[src/rtl/pfd_pkg.sv]
// Shared definitions for the dual-section phase detector.
package pfd_pkg;
    localparam int unsigned SECTIONS = 2;

    // Monitor tap code {divided, section}; the encoding is decoded by the tap mux.
    typedef enum logic [1:0] {
        TAP_REF_LO = 2'b00,
        TAP_REF_HI = 2'b01,
        TAP_DIV_LO = 2'b10,
        TAP_DIV_HI = 2'b11
    } tap_e;
endpackage

[src/rtl/pfd_core.sv]
// Three-state phase-frequency detector for one section.
// Assumes ref_stb and div_stb are one-cycle strobes on clk.
// Pump pins are gated off during power save and during the first
// (suppressed) comparison after reset or power-save release.
module pfd_core (
    input  logic clk,
    input  logic rst_n,
    input  logic ref_stb,
    input  logic div_stb,
    input  logic pwr_save,
    input  logic pol_pos,
    output logic lead_ref,
    output logic lead_div,
    output logic blank,
    output logic pump_hi,
    output logic pump_lo
);
    logic quiet;

    // Pending-edge flags; cleared one cycle after both are set.
    always_ff @(posedge clk) begin
        if (!rst_n || pwr_save) begin
            lead_ref <= 1'b0;
            lead_div <= 1'b0;
        end else if (lead_ref && lead_div) begin
            lead_ref <= ref_stb;
            lead_div <= div_stb;
        end else begin
            lead_ref <= lead_ref | ref_stb;
            lead_div <= lead_div | div_stb;
        end
    end

    // Suppression flag: set by reset or power save, cleared by the first completed comparison.
    always_ff @(posedge clk) begin
        if (!rst_n || pwr_save) blank <= 1'b1;
        else if (lead_ref && lead_div) blank <= 1'b0;
    end

    // Polarity steering and output gating.
    always_comb begin
        quiet   = pwr_save | blank;
        pump_hi = !quiet && (pol_pos ? lead_ref : lead_div);
        pump_lo = !quiet && (pol_pos ? lead_div : lead_ref);
    end

    AST_HOLD_REF: assert property (@(posedge clk) disable iff (!rst_n)
        (lead_ref && !lead_div && !pwr_save) |=> lead_ref);
    AST_HOLD_DIV: assert property (@(posedge clk) disable iff (!rst_n)
        (lead_div && !lead_ref && !pwr_save) |=> lead_div);
endmodule

[src/rtl/pfd_lock.sv]
// Lock detector for one section. Counts cycles while exactly one edge
// is pending (saturating), then judges each completed comparison
// against the lock and unlock windows.
// Assumes LOCK_WIN <= UNLOCK_WIN <= 2**ERR_W-1.
module pfd_lock #(
    parameter int unsigned ERR_W      = 4,
    parameter int unsigned LOCK_WIN   = 2,
    parameter int unsigned UNLOCK_WIN = 3,
    parameter int unsigned LOCK_RUN   = 3
) (
    input  logic clk,
    input  logic rst_n,
    input  logic lead_ref,
    input  logic lead_div,
    input  logic blank,
    input  logic pwr_save,
    output logic locked
);
    localparam logic [ERR_W-1:0] ERR_MAX = {ERR_W{1'b1}};
    localparam int unsigned RUN_W = $clog2(LOCK_RUN + 1);
    localparam logic [RUN_W-1:0] RUN_TOP = RUN_W'(LOCK_RUN);

    logic [ERR_W-1:0] err_q;
    logic [RUN_W-1:0] run_q;
    logic done, upd;

    always_comb begin
        done = lead_ref & lead_div;
        upd  = done & ~blank & ~pwr_save;
    end

    // Saturating phase-error counter.
    always_ff @(posedge clk) begin
        if (!rst_n || pwr_save || done) err_q <= '0;
        else if ((lead_ref ^ lead_div) && err_q != ERR_MAX) err_q <= err_q + 1'b1;
    end

    // Lock flag with hysteresis and consecutive-run qualification.
    always_ff @(posedge clk) begin
        if (!rst_n || pwr_save) begin
            locked <= 1'b0;
            run_q  <= '0;
        end else if (upd) begin
            if (int'(err_q) >= UNLOCK_WIN) begin
                locked <= 1'b0;
                run_q  <= '0;
            end else if (int'(err_q) < LOCK_WIN) begin
                if (run_q + 1'b1 >= RUN_TOP) locked <= 1'b1;
                if (run_q != RUN_TOP) run_q <= run_q + 1'b1;
            end else begin
                run_q <= '0;
            end
        end
    end

    AST_ERR_SATURATES: assert property (@(posedge clk) disable iff (!rst_n)
        (err_q == ERR_MAX && !done && !pwr_save) |=> err_q == ERR_MAX);
    AST_WIDE_ERR_UNLOCKS: assert property (@(posedge clk) disable iff (!rst_n)
        (upd && int'(err_q) >= UNLOCK_WIN) |=> !locked);
    AST_LOCK_AFTER_COMPARE: assert property (@(posedge clk) disable iff (!rst_n)
        $rose(locked) |-> $past(upd));
    AST_SAVE_DROPS_LOCK: assert property (@(posedge clk) disable iff (!rst_n)
        pwr_save |=> !locked);
endmodule

[src/rtl/pfd_tap_mux.sv]
// Monitor output selector: combined lock, or one raw strobe picked by a tap code.
module pfd_tap_mux
    import pfd_pkg::*;
(
    input  logic       lock_all,
    input  logic       tap_en,
    input  logic       tap_sec,
    input  logic       tap_div,
    input  logic [1:0] ref_stb,
    input  logic [1:0] div_stb,
    output logic       mon_out
);
    // Source selection.
    always_comb begin
        if (!tap_en) begin
            mon_out = lock_all;
        end else begin
            case (tap_e'({tap_div, tap_sec}))
                TAP_REF_LO: mon_out = ref_stb[0];
                TAP_REF_HI: mon_out = ref_stb[1];
                TAP_DIV_LO: mon_out = div_stb[0];
                default:    mon_out = div_stb[1];
            endcase
        end
    end
endmodule

[src/rtl/pfd_dual_lock.sv]
// Two-section phase detector top: one detector and one lock judge per
// section, combined lock, and monitor tap. Assumes all strobes are
// synchronous one-cycle pulses on clk.
module pfd_dual_lock
    import pfd_pkg::*;
#(
    parameter int unsigned ERR_W      = 4,
    parameter int unsigned LOCK_WIN   = 2,
    parameter int unsigned UNLOCK_WIN = 3,
    parameter int unsigned LOCK_RUN   = 3
) (
    input  logic       clk,
    input  logic       rst_n,
    input  logic [1:0] ref_stb,
    input  logic [1:0] div_stb,
    input  logic [1:0] pwr_save,
    input  logic [1:0] pol_pos,
    input  logic       tap_en,
    input  logic       tap_sec,
    input  logic       tap_div,
    output logic [1:0] pump_hi,
    output logic [1:0] pump_lo,
    output logic [1:0] sec_locked,
    output logic       lock_all,
    output logic       mon_out
);
    logic [SECTIONS-1:0] lead_ref, lead_div, blank;

    for (genvar i = 0; i < SECTIONS; i++) begin : g_sec
        pfd_core u_core (
            .clk(clk), .rst_n(rst_n),
            .ref_stb(ref_stb[i]), .div_stb(div_stb[i]),
            .pwr_save(pwr_save[i]), .pol_pos(pol_pos[i]),
            .lead_ref(lead_ref[i]), .lead_div(lead_div[i]), .blank(blank[i]),
            .pump_hi(pump_hi[i]), .pump_lo(pump_lo[i])
        );
        pfd_lock #(
            .ERR_W(ERR_W), .LOCK_WIN(LOCK_WIN),
            .UNLOCK_WIN(UNLOCK_WIN), .LOCK_RUN(LOCK_RUN)
        ) u_lock (
            .clk(clk), .rst_n(rst_n),
            .lead_ref(lead_ref[i]), .lead_div(lead_div[i]),
            .blank(blank[i]), .pwr_save(pwr_save[i]),
            .locked(sec_locked[i])
        );
    end

    // Combined lock: every section locked or parked.
    always_comb lock_all = &(sec_locked | pwr_save);

    pfd_tap_mux u_tap (
        .lock_all(lock_all), .tap_en(tap_en), .tap_sec(tap_sec), .tap_div(tap_div),
        .ref_stb(ref_stb), .div_stb(div_stb), .mon_out(mon_out)
    );

    AST_PARKED_READS_LOCKED: assert property (@(posedge clk) disable iff (!rst_n)
        (&pwr_save) |-> lock_all);
endmodule

[config.mk]
export PLATFORM = sky130hd
export DESIGN_NAME = pfd_dual_lock
export DESIGN_NICKNAME = d
export VERILOG_FILES = /design/src/rtl/pfd_pkg.sv /design/src/rtl/pfd_core.sv /design/src/rtl/pfd_lock.sv /design/src/rtl/pfd_tap_mux.sv /design/src/rtl/pfd_dual_lock.sv
export SDC_FILE = /design/constraint.sdc
export NUM_CORES = 1
export LEC_CHECK = 0
export BUFFER_PORTS_ARGS = -buffer_cell sky130_fd_sc_hd__buf_2
export CAP_MARGIN = 5
export CORE_UTILIZATION = 56
export CTS_BUF_LIST = sky130_fd_sc_hd__clkbuf_8
export DETAILED_ROUTE_END_ITERATION = 10
export PLACE_DENSITY_LB_ADDON = 0.2
export SETUP_SLACK_MARGIN = 0.5
export SYNTH_ARGS = -nofsm -noshare
export SYNTH_HDL_FRONTEND = slang
export SYNTH_SLANG_ARGS = --single-unit
[constraint.sdc]
create_clock -name clk -period 2.2 [get_ports clk]
set_clock_uncertainty 0.2 [all_clocks]
set_input_delay 0.33 -clock clk [delete_from_list [all_inputs] [get_ports clk]]
set_output_delay 0.33 -clock clk [all_outputs]
set_load 0.02 [all_outputs]
==> metrics list, run 1 <==
- Min cycle time layout: about 1800 ps
- Cell type group with the largest total delay on the critical path: simple AND/OR/NAND/NOR gates
- Remaining number of nets flagged by the antenna check after routing: 0
* Number of optimization iterations in the first detailed-route pass: 4
- Maximum ir drop on the vdd rail: 459 uV
* Clock buffer count from CTS: 3
- Stage delay of the slowest cell on the critical path: 540 ps
* Max-Slew Margin vs Limit: 82.5%
* Die Outline Area: about 2200 sq um
- The netlist uses 39 different library cells.
* Async set-or-reset flop fraction in the synthesized netlist: 0%
- Final hold violation count: 0
* Transition time of the tightest slew-check pin: about 260 ps
- At the end of the flow, the number of nets in the layout was 165.
* Number of synthesized flops with an enable pin: 0
* Number of standard-cell rows in the floorplan: 15
- Total of buffers placed on input and output ports: 20
- Final worst-path setup slack: 388 ps
* CTS root buffer: sky130_fd_sc_hd__clkbuf_8
* Post-synthesis instance area: 1110 sq um
- Share of synthesized area occupied by flip-flops and latches: 36.2%
- Commonest register cell after synthesis: sky130_fd_sc_hd__dfxtp_1
- From left edge to right edge, the die measures 46.5 microns.
- The final count of pins violating max slew is 0.
- HPWL after DPL: 1.68 mm
- Wire length of the first global-routing pass: 3.88 mm
* Fillcell total: approximately 130
* Count of state elements after synthesis: 20
- At the worst endpoint, the required time is 2190 ps.
* Setup TNS: 0 ps
- The worst setup path is captured at a flip-flop.
- Clock Latency Late Sink: approximately 260 ps
* Critical path's slowest cell: sky130_fd_sc_hd__or4_4
- The worst setup path is launched from a flip-flop.
- Ratio of total power to cell area: a little over 500 nW/um^2
* Largest area contributor in the netlist: sky130_fd_sc_hd__dfxtp_1
* Portion of synthesized cell area occupied by the leading cell type: 36.2%
- After detailed routing, the number of remaining DRC violations is 0.
* Ports: 21
- Maximum buffer depth of the clock tree: 2
- The number of antenna violations at the first check in global routing came to 0.
* Level count of the clock H-tree: 1
- Via density per instance: 6.08
* Post-Syn Area per Cell: 9.15 sq um
- After detailed routing, the average wire length per cell comes to 14.2 microns.
* Total vias in the final route: between 1000 and 1500
* Worst hold-check path type: in -> reg
- Clock transition at the registers of the reported paths: 70 ps
- Summed over all layers, the routed wires come to 2.38 mm.
- Share of post-route cells with drive strength above 1: 31.7%
- Global-route congestion overflow total: 0
- Largest cells by area after synthesis: sky130_fd_sc_hd__dfxtp_1 (36%), sky130_fd_sc_hd__ha_1 (9.0%), sky130_fd_sc_hd__a21oi_1 (4.5%), sky130_fd_sc_hd__mux2i_1 (4.5%), sky130_fd_sc_hd__nor3_1 (4.5%)
- The critical path in this run is classified as reg -> reg.
- The area growth from synthesis to layout is 24.1%.
- Synthesis produced a netlist with a net count of 142.
- CTS tree: done
- Synth Warn #: 0
* Fmax: 552 MHz
* GP Congestion: 0.812
* DP Worst Slack: 347 ps
- Synthesis handed over a netlist of 121 instances.
- The repair_antennas step left the layout with diodes totalling 0.
- Number of max-capacitance violations reported: 0
- Area of the core: 1780 sq um
- In this run the static leakage power is 0.559 nW.
* Unrepaired setup endpoints after global routing: yes
* Most instantiated library cell after synthesis: sky130_fd_sc_hd__dfxtp_1
* Total GRT Usage: 25.5%
- Top cells by instance count after synthesis: sky130_fd_sc_hd__dfxtp_1 (20), sky130_fd_sc_hd__inv_1 (11), sky130_fd_sc_hd__a21oi_1 (10), sky130_fd_sc_hd__nor3_1 (10), sky130_fd_sc_hd__ha_1 (8)
- CP Buf/Inv Count: 0
* Cell Chain, Critical Path: ha_4, or3_4, or4_4, o22ai_2
- Run status: completed
- Worst EP arrival: 1800 ps
- Entering global routing, the biggest net connects 11 pins.
- Vertical die dimension: between 40 and 50 microns
- Clock tree synthesis found a total of 20 sinks.
- Vias in the first global route: 889
- Final setup vio count: 0
- 1st-iter DRT viols: 28
- Ratio of final minimum period to clock period: 82.4%
- The initial utilization of the core area, before any placement, comes to 62.1%.
- Crit-path max FO: 4
stage by stage:
step	area (sq um)	util, %	total power, W	hold WS [ps]	std cells
global route	1370	77.1	0.000723	63.7	167
detailed placement	1230	68.8	0.000452	293	160
finish	1370	77.1	0.000691	68.1	167
global placement	1230	68.8	0.000449	280	160
floorplan	1140	-	0.000424	247	121
CTS	1340	74.9	0.000693	68.1	165
power breakdown:
| part | internal [W] | switching, W | total [W] |
|---|---|---|---|
| registers | 0.000366 | 0.00000759 | 0.000373 |
| logic | 0.0000427 | 0.0000387 | 0.0000814 |
| clock network | 0.000122 | 0.000115 | 0.000237 |
registers in the layout (all words and copies together), names as in the netlist:
signal and count:
g_sec.u_lock.err_q 8, g_sec.u_lock.run_q 4, g_sec.u_core.blank 2, g_sec.u_core.lead_div 2
g_sec.u_core.lead_ref 2, g_sec.u_lock.locked 2
area by class of cell:
class                           count  area (sq um)  area share [%]
Sequential cell                    20           413            30.1
Inverter                           11          41.3            3.01
Multi-Input combinational cell     84           686            49.9
Timing Repair Buffer               24           161            11.7
Clock buffer                        3          41.3            3.01
Tap cell                           25          31.3            2.28
logic make-up (layout without fill, tap and decap cells):
family | Yosys count | count (layout) | synth area share (%)
buffers and inverters | 17 | 38 | 7.80
AND/OR/NAND/NOR | 42 | 42 | 23.4
adder cells (fa/ha/maj) | 8 | 8 | 9.04
flip-flops | 20 | 20 | 36.2
multiplexers | 7 | 7 | 7.57
AO/OA/AOI/OAI | 27 | 27 | 16.0
per-layer routing:
metal  track usage [%]  part of all wire, %  wire length (microns)
met1              32.9                   43                   1030
met2              38.9                   48                   1150
met3              5.10                  5.8                    138
met4              15.3                  2.6                     61
met5                 0                    0                      0
worst register-to-register path, cell delays in order, from the launching register on:
cell and delay [ps]:
sky130_fd_sc_hd__dfxtp_2 350, sky130_fd_sc_hd__ha_4 170, sky130_fd_sc_hd__or3_4 340, sky130_fd_sc_hd__or4_4 540, sky130_fd_sc_hd__o22ai_2 140
cells in the final DEF, fill, tap and decap left out, types with 2 or more instances in the layout:
master                      n
sky130_fd_sc_hd__nand3_1    2
sky130_fd_sc_hd__buf_4      4
sky130_fd_sc_hd__dfxtp_1   16
sky130_fd_sc_hd__ha_4       2
sky130_fd_sc_hd__nor2_1     6
sky130_fd_sc_hd__nand2b_1   2
sky130_fd_sc_hd__o21ai_0    4
sky130_fd_sc_hd__buf_2     15
sky130_fd_sc_hd__dfxtp_4    3
sky130_fd_sc_hd__a21oi_1   10
sky130_fd_sc_hd__mux2i_1    5
sky130_fd_sc_hd__nand3b_1   2
sky130_fd_sc_hd__or3_1      2
sky130_fd_sc_hd__inv_1     11
sky130_fd_sc_hd__and4b_1    2
sky130_fd_sc_hd__and3_1     2
sky130_fd_sc_hd__buf_6      5
sky130_fd_sc_hd__o22ai_2    2
sky130_fd_sc_hd__nor3_1     9
sky130_fd_sc_hd__nor2b_1    2
sky130_fd_sc_hd__nand2_1    2
sky130_fd_sc_hd__ha_1       6
sky130_fd_sc_hd__clkbuf_8   3
sky130_fd_sc_hd__a21o_1     2
final timing paths:
path                                              start                               endpoint  slack (ps)  depth (start not counted)
hold / removal                               div_stb[1]    g_sec[1].u_core.lead_div$_SDFF_PP0_          70                          3
hold reg to reg   g_sec[0].u_lock.run_q[1]$_SDFFE_PP0P_  g_sec[0].u_lock.run_q[1]$_SDFFE_PP0P_         300                          2
setup / recovery  g_sec[1].u_lock.err_q[0]$_SDFFE_PP0P_  g_sec[1].u_lock.run_q[0]$_SDFFE_PP0P_         390                          4
setup reg to reg  g_sec[1].u_lock.err_q[0]$_SDFFE_PP0P_  g_sec[1].u_lock.run_q[0]$_SDFFE_PP0P_         390                          4
what timing repair did:
action	in CTS	in global routing
resized for setup	12	5
endpoints found under the setup margin	4	5
buffers inserted	2	2
pin swaps	0	2
hold buffers	0	0
(Power assumes the default switching activity.)
==> run 2: changes to the inputs <==
- clock period: 2.2 -> 1.85 ns (I/O delays scaled with it)
==> run 2 against run 1 <==
Global-route usage grew 5.7 points. Non-clock buffer count grew 11. Combinational power increased by 60%. Count of clock-buffer cells in the layout is the same. Largest cell class unchanged.
==> metrics list, run 2 (synthesis results as in run 1) <==
* Maximum number of pins on one net before global-route repair: 12
* Number of standard-cell rows in the floorplan: 15
- From left edge to right edge, the die measures 46.5 microns.
- 0 antenna diodes ended up in the layout.
- Before antenna repair, the detailed router went through 4 iterations.
* Met3 routed WL: 207 microns
* Largest register by flop count: g_sec.u_lock.err_q
- Worst hold-check path type: in -> reg
- The clock passes through at most 2 buffers.
* Final Slew Violations: 0
- Wire length of the first global-routing pass: roughly 4.6 mm
- Ports: 21
* Hold path start: ref_stb[0]
- After detailed routing, the average wire length per cell comes to 18.7 microns.
- Max layer used: met4
* Remaining number of nets flagged by the antenna check after routing: 0
- Internal Pwr Total: between 0.0006 and 0.0007 W
* CTS root buffer: sky130_fd_sc_hd__clkbuf_8
- Setup violations remaining at the end of the flow were counted as 0.
* Cell count of the worst reg-to-reg path: 4
* Clk sink count: 20
- Final net count: between 150 and 200
- In this run the critical register-to-register path is launched from g_sec[1].u_lock.err_q[1]$_SDFFE_PP0P_.
* Switch share: 25.5%
- Min cycle time layout: approximately 1800 ps
- Leaving out fill and tap cells, the most frequent cell in the layout is sky130_fd_sc_hd__buf_4.
- Total GRT Usage: 31.2%
* Critical path's slowest cell: sky130_fd_sc_hd__or4_4
- Cell Chain, Critical Path: ha_4, or3_4, or4_4, o22ai_2
- In the final timing run, aggregate negative setup slack is 0 ps.
* Clock buffer count from CTS: 3
- Detailed routing placed a total of 1.67 mm of wire on met2.
- Number of flip-flops in the largest register: 8
* 1st-iter DRT viols: 46
- STA classifies the critical path startpoint as a flip-flop.
* Most frequent cells in the layout: sky130_fd_sc_hd__buf_4 (14), sky130_fd_sc_hd__inv_1 (11), sky130_fd_sc_hd__dfxtp_1 (11), sky130_fd_sc_hd__buf_2 (11), sky130_fd_sc_hd__buf_6 (10)
- DRC violations left: 0
- Final worst-path setup slack: roughly 29 ps
- At the worst endpoint, the required time is 1840 ps.
- The die covers around 2200 sq um.
- Clock-pin slew was measured on the worst setup and hold paths at 80 ps.
* Fmax: 549 MHz
- Reg2Reg Setup Slack: 30 ps
- R2R Path End: g_sec[1].u_lock.run_q[0]$_SDFFE_PP0P_
* Kind of critical path: reg -> reg
- HPWL after DPL: 1.77 mm
- Setup repair after global routing could not meet its margin everywhere.
- DP Worst Slack: 30.0 ps
- Crit-path max FO: 4
- Number of standard cells in the final layout excluding fillers: 179
* Global-route congestion overflow total: 0
* Total of buffers placed on input and output ports: 20
- Area of the core: around 1800 sq um
- Total vias in the final route: 1134
- GP Congestion: 0.740
* Ratio of total power to cell area: about 540 nW/um^2
- The final count of hold timing violations was 0.
- In this run, flip-flops and latches consume 50.7% of the power.
- VDD sags by at most 473 uV.
- Combinational group share of total power: between 10% and 20%
- Level count of the clock H-tree: 1
- The largest registers in the layout are g_sec.u_lock.err_q x8, g_sec.u_lock.run_q x4.
* Static leakage: 0.628 nW
* Number of max-capacitance violations reported: 0
- Measured against its own limit, the worst slew margin works out to around 75%.
* Post-route met1 wirelength: 1.39 mm
- CTS tree: done
- Net switching power: approximately 0.00022 W
- Via density per instance: 6.34
* Ratio of final minimum period to clock period: 98.4%
- Run status: completed
- The die is 46.5 microns tall.
* Clock Latency Late Sink: 260 ps
- Including well taps, the total number of placed cells is 161.
- Transition time of the tightest slew-check pin: about 370 ps
- Share of post-route cells with drive strength above 1: 50.0%
- In this design, the stage delay of the slowest critical-path cell is 550 ps.
* Worst Hold Path Cells: 3
* Hold path endpoint: g_sec[0].u_core.lead_ref$_SDFF_PP0_
- Clock Power Share: 34.4%
* Vias in the first global route: 1050
- STA classifies the critical path endpoint as a flip-flop.
- The number of antenna violations at the first check in global routing came to 0.
- Layout Area Growth over Synthesis: 44.3%
* Worst EP arrival: 1810 ps
- Initial core utilization: between 60 and 70%
- For this block, the routed nets add up to approximately 3.3 mm of wire.
- The layout has roughly 70 filler cells.
run 2: worst max-delay path by stage:
stage | to | from | slack (ps)
after floorplan | g_sec[1].u_lock.run_q[0]$_SDFFE_PP0P_ | g_sec[1].u_core.lead_ref$_SDFF_PP0_ | 110
after global placement | g_sec[1].u_lock.run_q[0]$_SDFFE_PP0P_ | g_sec[1].u_core.lead_ref$_SDFF_PP0_ | 80
after detailed placement | g_sec[1].u_lock.run_q[0]$_SDFFE_PP0P_ | g_sec[1].u_core.lead_ref$_SDFF_PP0_ | 30
after CTS | g_sec[1].u_lock.run_q[0]$_SDFFE_PP0P_ | g_sec[1].u_lock.err_q[1]$_SDFFE_PP0P_ | 50
after global routing | pump_lo[1] | g_sec[1].u_core.lead_ref$_SDFF_PP0_ | -160
final | g_sec[1].u_lock.run_q[0]$_SDFFE_PP0P_ | g_sec[1].u_lock.err_q[1]$_SDFFE_PP0P_ | 30
run 2: repair_timing:
action / in CTS / in global routing
setup endpoints to repair: 16 / 20
buffers inserted: 10 / 4
cloned: 0 / 0
pin swaps: 8 / 8
resized for setup: 31 / 11
hold buffers: 0 / 0
run 2: power groups by stage:
| stage | registers, W | logic [W] | clock network [W] |
|---|---|---|---|
| floorplan | 0.000455 | 0.0000538 | 0 |
| global placement | 0.000456 | 0.0000858 | 0 |
| detailed placement | 0.000456 | 0.0000885 | 0 |
| CTS | 0.000440 | 0.000115 | 0.000295 |
| global route | 0.000442 | 0.000137 | 0.000321 |
| finish | 0.000441 | 0.000130 | 0.000299 |
run 2: critical path, delay by kind of cell, from the launching register on:
family	cells	cell delay, ps
AO/OA/AOI/OAI	1	150
adder cells (fa/ha/maj)	1	150
flip-flops	1	360
AND/OR/NAND/NOR	2	890
run 2: through the flow:
stage	power (W)	instance area [sq um]	hold WS (ps)	utilization, %
2_1_floorplan	0.000508	1190	195	-
3_3_place_gp	0.000541	1280	281	72.1
3_5_place_dp	0.000545	1280	293	72.1
4_1_cts	0.000851	1530	20.3	86.0
5_1_grt	0.000900	1600	28.6	89.6
6_report	0.000870	1600	12.7	89.6
run 2: final cells by class:
| class | instances | area (sq um) | area share, % |
|---|---|---|---|
| multi-input combinational | 84 | 781 | 48.9 |
| sequential | 20 | 427 | 26.7 |
| clock inverter | 1 | 3.75 | 0.235 |
| timing repair buffer | 35 | 273 | 17.1 |
| clock buffer | 3 | 41.3 | 2.58 |
| inverter | 11 | 41.3 | 2.58 |
| tap | 25 | 31.3 | 1.96 |
run 2: metal layers:
| layer | track usage [%] | vias up |
|---|---|---|
| met5 | 0 | - |
| met1 | 35.7 | 551 |
| met3 | 7.06 | 9 |
| met4 | 16.5 | 0 |
| met2 | 53.1 | 62 |
| li1 | - | 512 |
==> run 3: changes to the inputs <==
- CTS_BUF_LIST: sky130_fd_sc_hd__clkbuf_8 -> sky130_fd_sc_hd__clkbuf_4 sky130_fd_sc_hd__clkbuf_8
==> run 3 against run 2 <==
First-iteration DRC count is 8.7% lower. Die area stayed put. Non-clock buffer count is 2 higher. Sequential share of layout area is 0.21 points lower. Register-to-register slack worse by 20 ps. Flip-flop and latch count stayed put. Via count is 0.71% higher. Count of clock-buffer cells in the layout is 1 higher. Highest routed layer unchanged.
==> metrics list, run 3 (synthesis results as in run 1) <==
- GP Congestion: roughly 0.74
- The worst setup path is launched from a flip-flop.
- The flow ran to the end, and the final reports show no timing, DRC or antenna violations.
* Worst EP arrival: 1890 ps
* Final hold violation count: 0
- Dividing the detail-routed wire length by the instance count gives 18.8 microns.
- The final count of pins violating max slew came to 0.
- After routing the design area is ~1600 sq um.
* Share of post-route cells with drive strength above 1: a little over half
* Vertical die dimension: roughly 46 microns
- VDD sags by at most 596 uV.
- Across the run, the number of max-cap violations was 0.
- After the first detailed-routing iteration, the DRC count stood at between 40 and 50.
- In the layout the commonest cells are sky130_fd_sc_hd__buf_2 (16), sky130_fd_sc_hd__inv_1 (10), sky130_fd_sc_hd__dfxtp_1 (10).
- Clock transition at the registers of the reported paths: between 100 and 150 ps
* Ratio of final minimum period to clock period: 99.7%
- Critical path's slowest cell: sky130_fd_sc_hd__or4_4
* Ratio of total power to cell area: 512 nW/um^2
- Startpoint of the most critical register-to-register path: g_sec[1].u_lock.err_q[1]$_SDFFE_PP0P_
- The setup path with the least slack is of type reg -> reg.
- Cell Chain, Critical Path: ha_4, or3_4, or4_4, o22ai_2
* Clk sink count: 20
- Required arrival time at the worst endpoint: 1900 ps
- For this design the static power due to leakage is 0.622 nW.
- Transition time of the tightest slew-check pin: 272 ps
- Total GRT Usage: a little under a third
- The count of nets left with antenna violations once routing finished came out at 0.
* Final Hold Slack: approximately 32 ps
* HPWL after DPL: ~1.8 mm
- In this run the worst setup path begins at g_sec[1].u_lock.err_q[1]$_SDFFE_PP0P_.
* Total vias in the final route: around 1100
- CTS tree: done
- Total of buffers placed on input and output ports: 20
* Fmax: 542 MHz
* Hold path start: ref_stb[1]
- The worst setup path is captured at a flip-flop.
- Most common cell after layout, fill and taps aside: sky130_fd_sc_hd__buf_2
- Setup violations remaining at the end of the flow were counted as 0.
- The total area inside the core boundary comes to between 1500 and 2000 sq um.
- Once the floorplan was initialized, standard cells occupied approximately 62% of the core.
- Die Outline Area: roughly 2200 sq um
- After detailed routing, the number of vias per cell comes to 6.31.
- CTS placed an instance of sky130_fd_sc_hd__clkbuf_4 at the clock tree root.
- Wire length of the first global-routing pass: 4.66 mm
- Clock buffer count from CTS: 3
- Leaving out filler cells and counting taps, the final layout contains ~180.
* Stage delay of the slowest cell on the critical path: between 500 and 600 ps
* Final design utilization: 90.6%
* Global-route congestion overflow total: 0
* Biggest registers after layout: g_sec.u_lock.err_q x8, g_sec.u_lock.run_q x4
- Crit-path max FO: 5
- Final net count: about 180
- The clock period could shrink to 1840 ps.
- The number of antenna violations at the first check in global routing was 0.
- Setup repair after global routing could not meet its margin everywhere.
- Number of flip-flops in the largest register: 8
- The die is between 40 and 50 microns wide.
- From synthesis to final layout, the design area changed by 45.9%.
- Maximum buffer depth of the clock tree: 2
- Max-Slew Margin vs Limit: 81.8%
- DRC violations left: 0
* Largest register by flop count: g_sec.u_lock.err_q
* Maximum number of pins on one net before global-route repair: 12
- The repair_antennas step left the layout with diodes totalling 0.
- In this run the number of H-tree levels came out at 1.
- Number of standard-cell rows in the floorplan: 15
- 21 I/O pins were placed.
* Cells after DPL: 161
* Total Wirelength: 3.41 mm
- Once placement finished, the instance area stood at 1280 sq um.
- The pre-antenna-repair detailed-routing pass consisted of 4 iterations.
- The tightest min-delay check is of the in -> reg type.
- Vias in the first global route: approximately 1100
- Total power of the final layout: 0.000826 W
* Clock Latency Late Sink: 320 ps
-- run 3: cell count changes in the layout (fill, tap and decap cells not counted), sizes merged --
| cell | before | now |
|---|---|---|
| buf | 35 | 34 |
| inv | 12 | 11 |
| clkbuf | 3 | 4 |
| dlygate4sd3 | 0 | 3 |
-- run 3: cell type report --
type | instances | area (sq um)
multi-input cells | 84 | 806
fillers | 68 | 168
clock buffers | 4 | 30.0
inverters | 11 | 41.3
well taps | 25 | 31.3
repair buffers | 37 | 279
flip-flops and latches | 20 | 428
-- run 3: path summary, 6_finish.rpt --
kind	slack [ps]	depth (start not counted)	endpoint
setup / recovery	6	4	g_sec[1].u_lock.run_q[0]$_SDFFE_PP0P_
hold reg to reg	350	2	g_sec[0].u_lock.run_q[0]$_SDFFE_PP0P_
setup reg to reg	6	4	g_sec[1].u_lock.run_q[0]$_SDFFE_PP0P_
hold / removal	30	3	g_sec[1].u_core.lead_ref$_SDFF_PP0_
-- run 3: routing by layer --
metal | track usage, % | share of wire [%] | vias to the layer above
li1 | - | - | 519
met1 | 38.9 | 41 | 547
met2 | 51.1 | 49 | 60
met3 | 3.92 | 6.0 | 16
met4 | 15.9 | 3.6 | 0
met5 | 0 | 0 | -
-- run 3: power breakdown --
part	switching (W)	internal, W
Sequential	0.00000931	0.000432
Combinational	0.0000634	0.0000666
Clock	0.000156	0.0000992
-- run 3: repair_timing --
item                                   in CTS  in global routing
hold buffers                                3                  0
setup endpoints to repair                  18                 21
resized for setup                          28                 19
setup buffers                              12                  1
endpoints found under the hold margin       3                  0
pin swaps                                   9                  9
-- run 3: critical path, delay by kind of cell, from the launching register on --
| family | cells | cell delay (ps) |
|---|---|---|
| flip-flops | 1 | 390 |
| AO/OA/AOI/OAI | 1 | 160 |
| adder cells (fa/ha/maj) | 1 | 160 |
| AND/OR/NAND/NOR | 2 | 880 |
-- run 3: through the flow --
stage                     TNS [ps]  setup WS, ps
after floorplan                  0           106
after global placement           0          79.0
after detailed placement         0          30.0
after CTS                        0          33.5
after global routing         -12.0         -12.0
final                            0          5.65
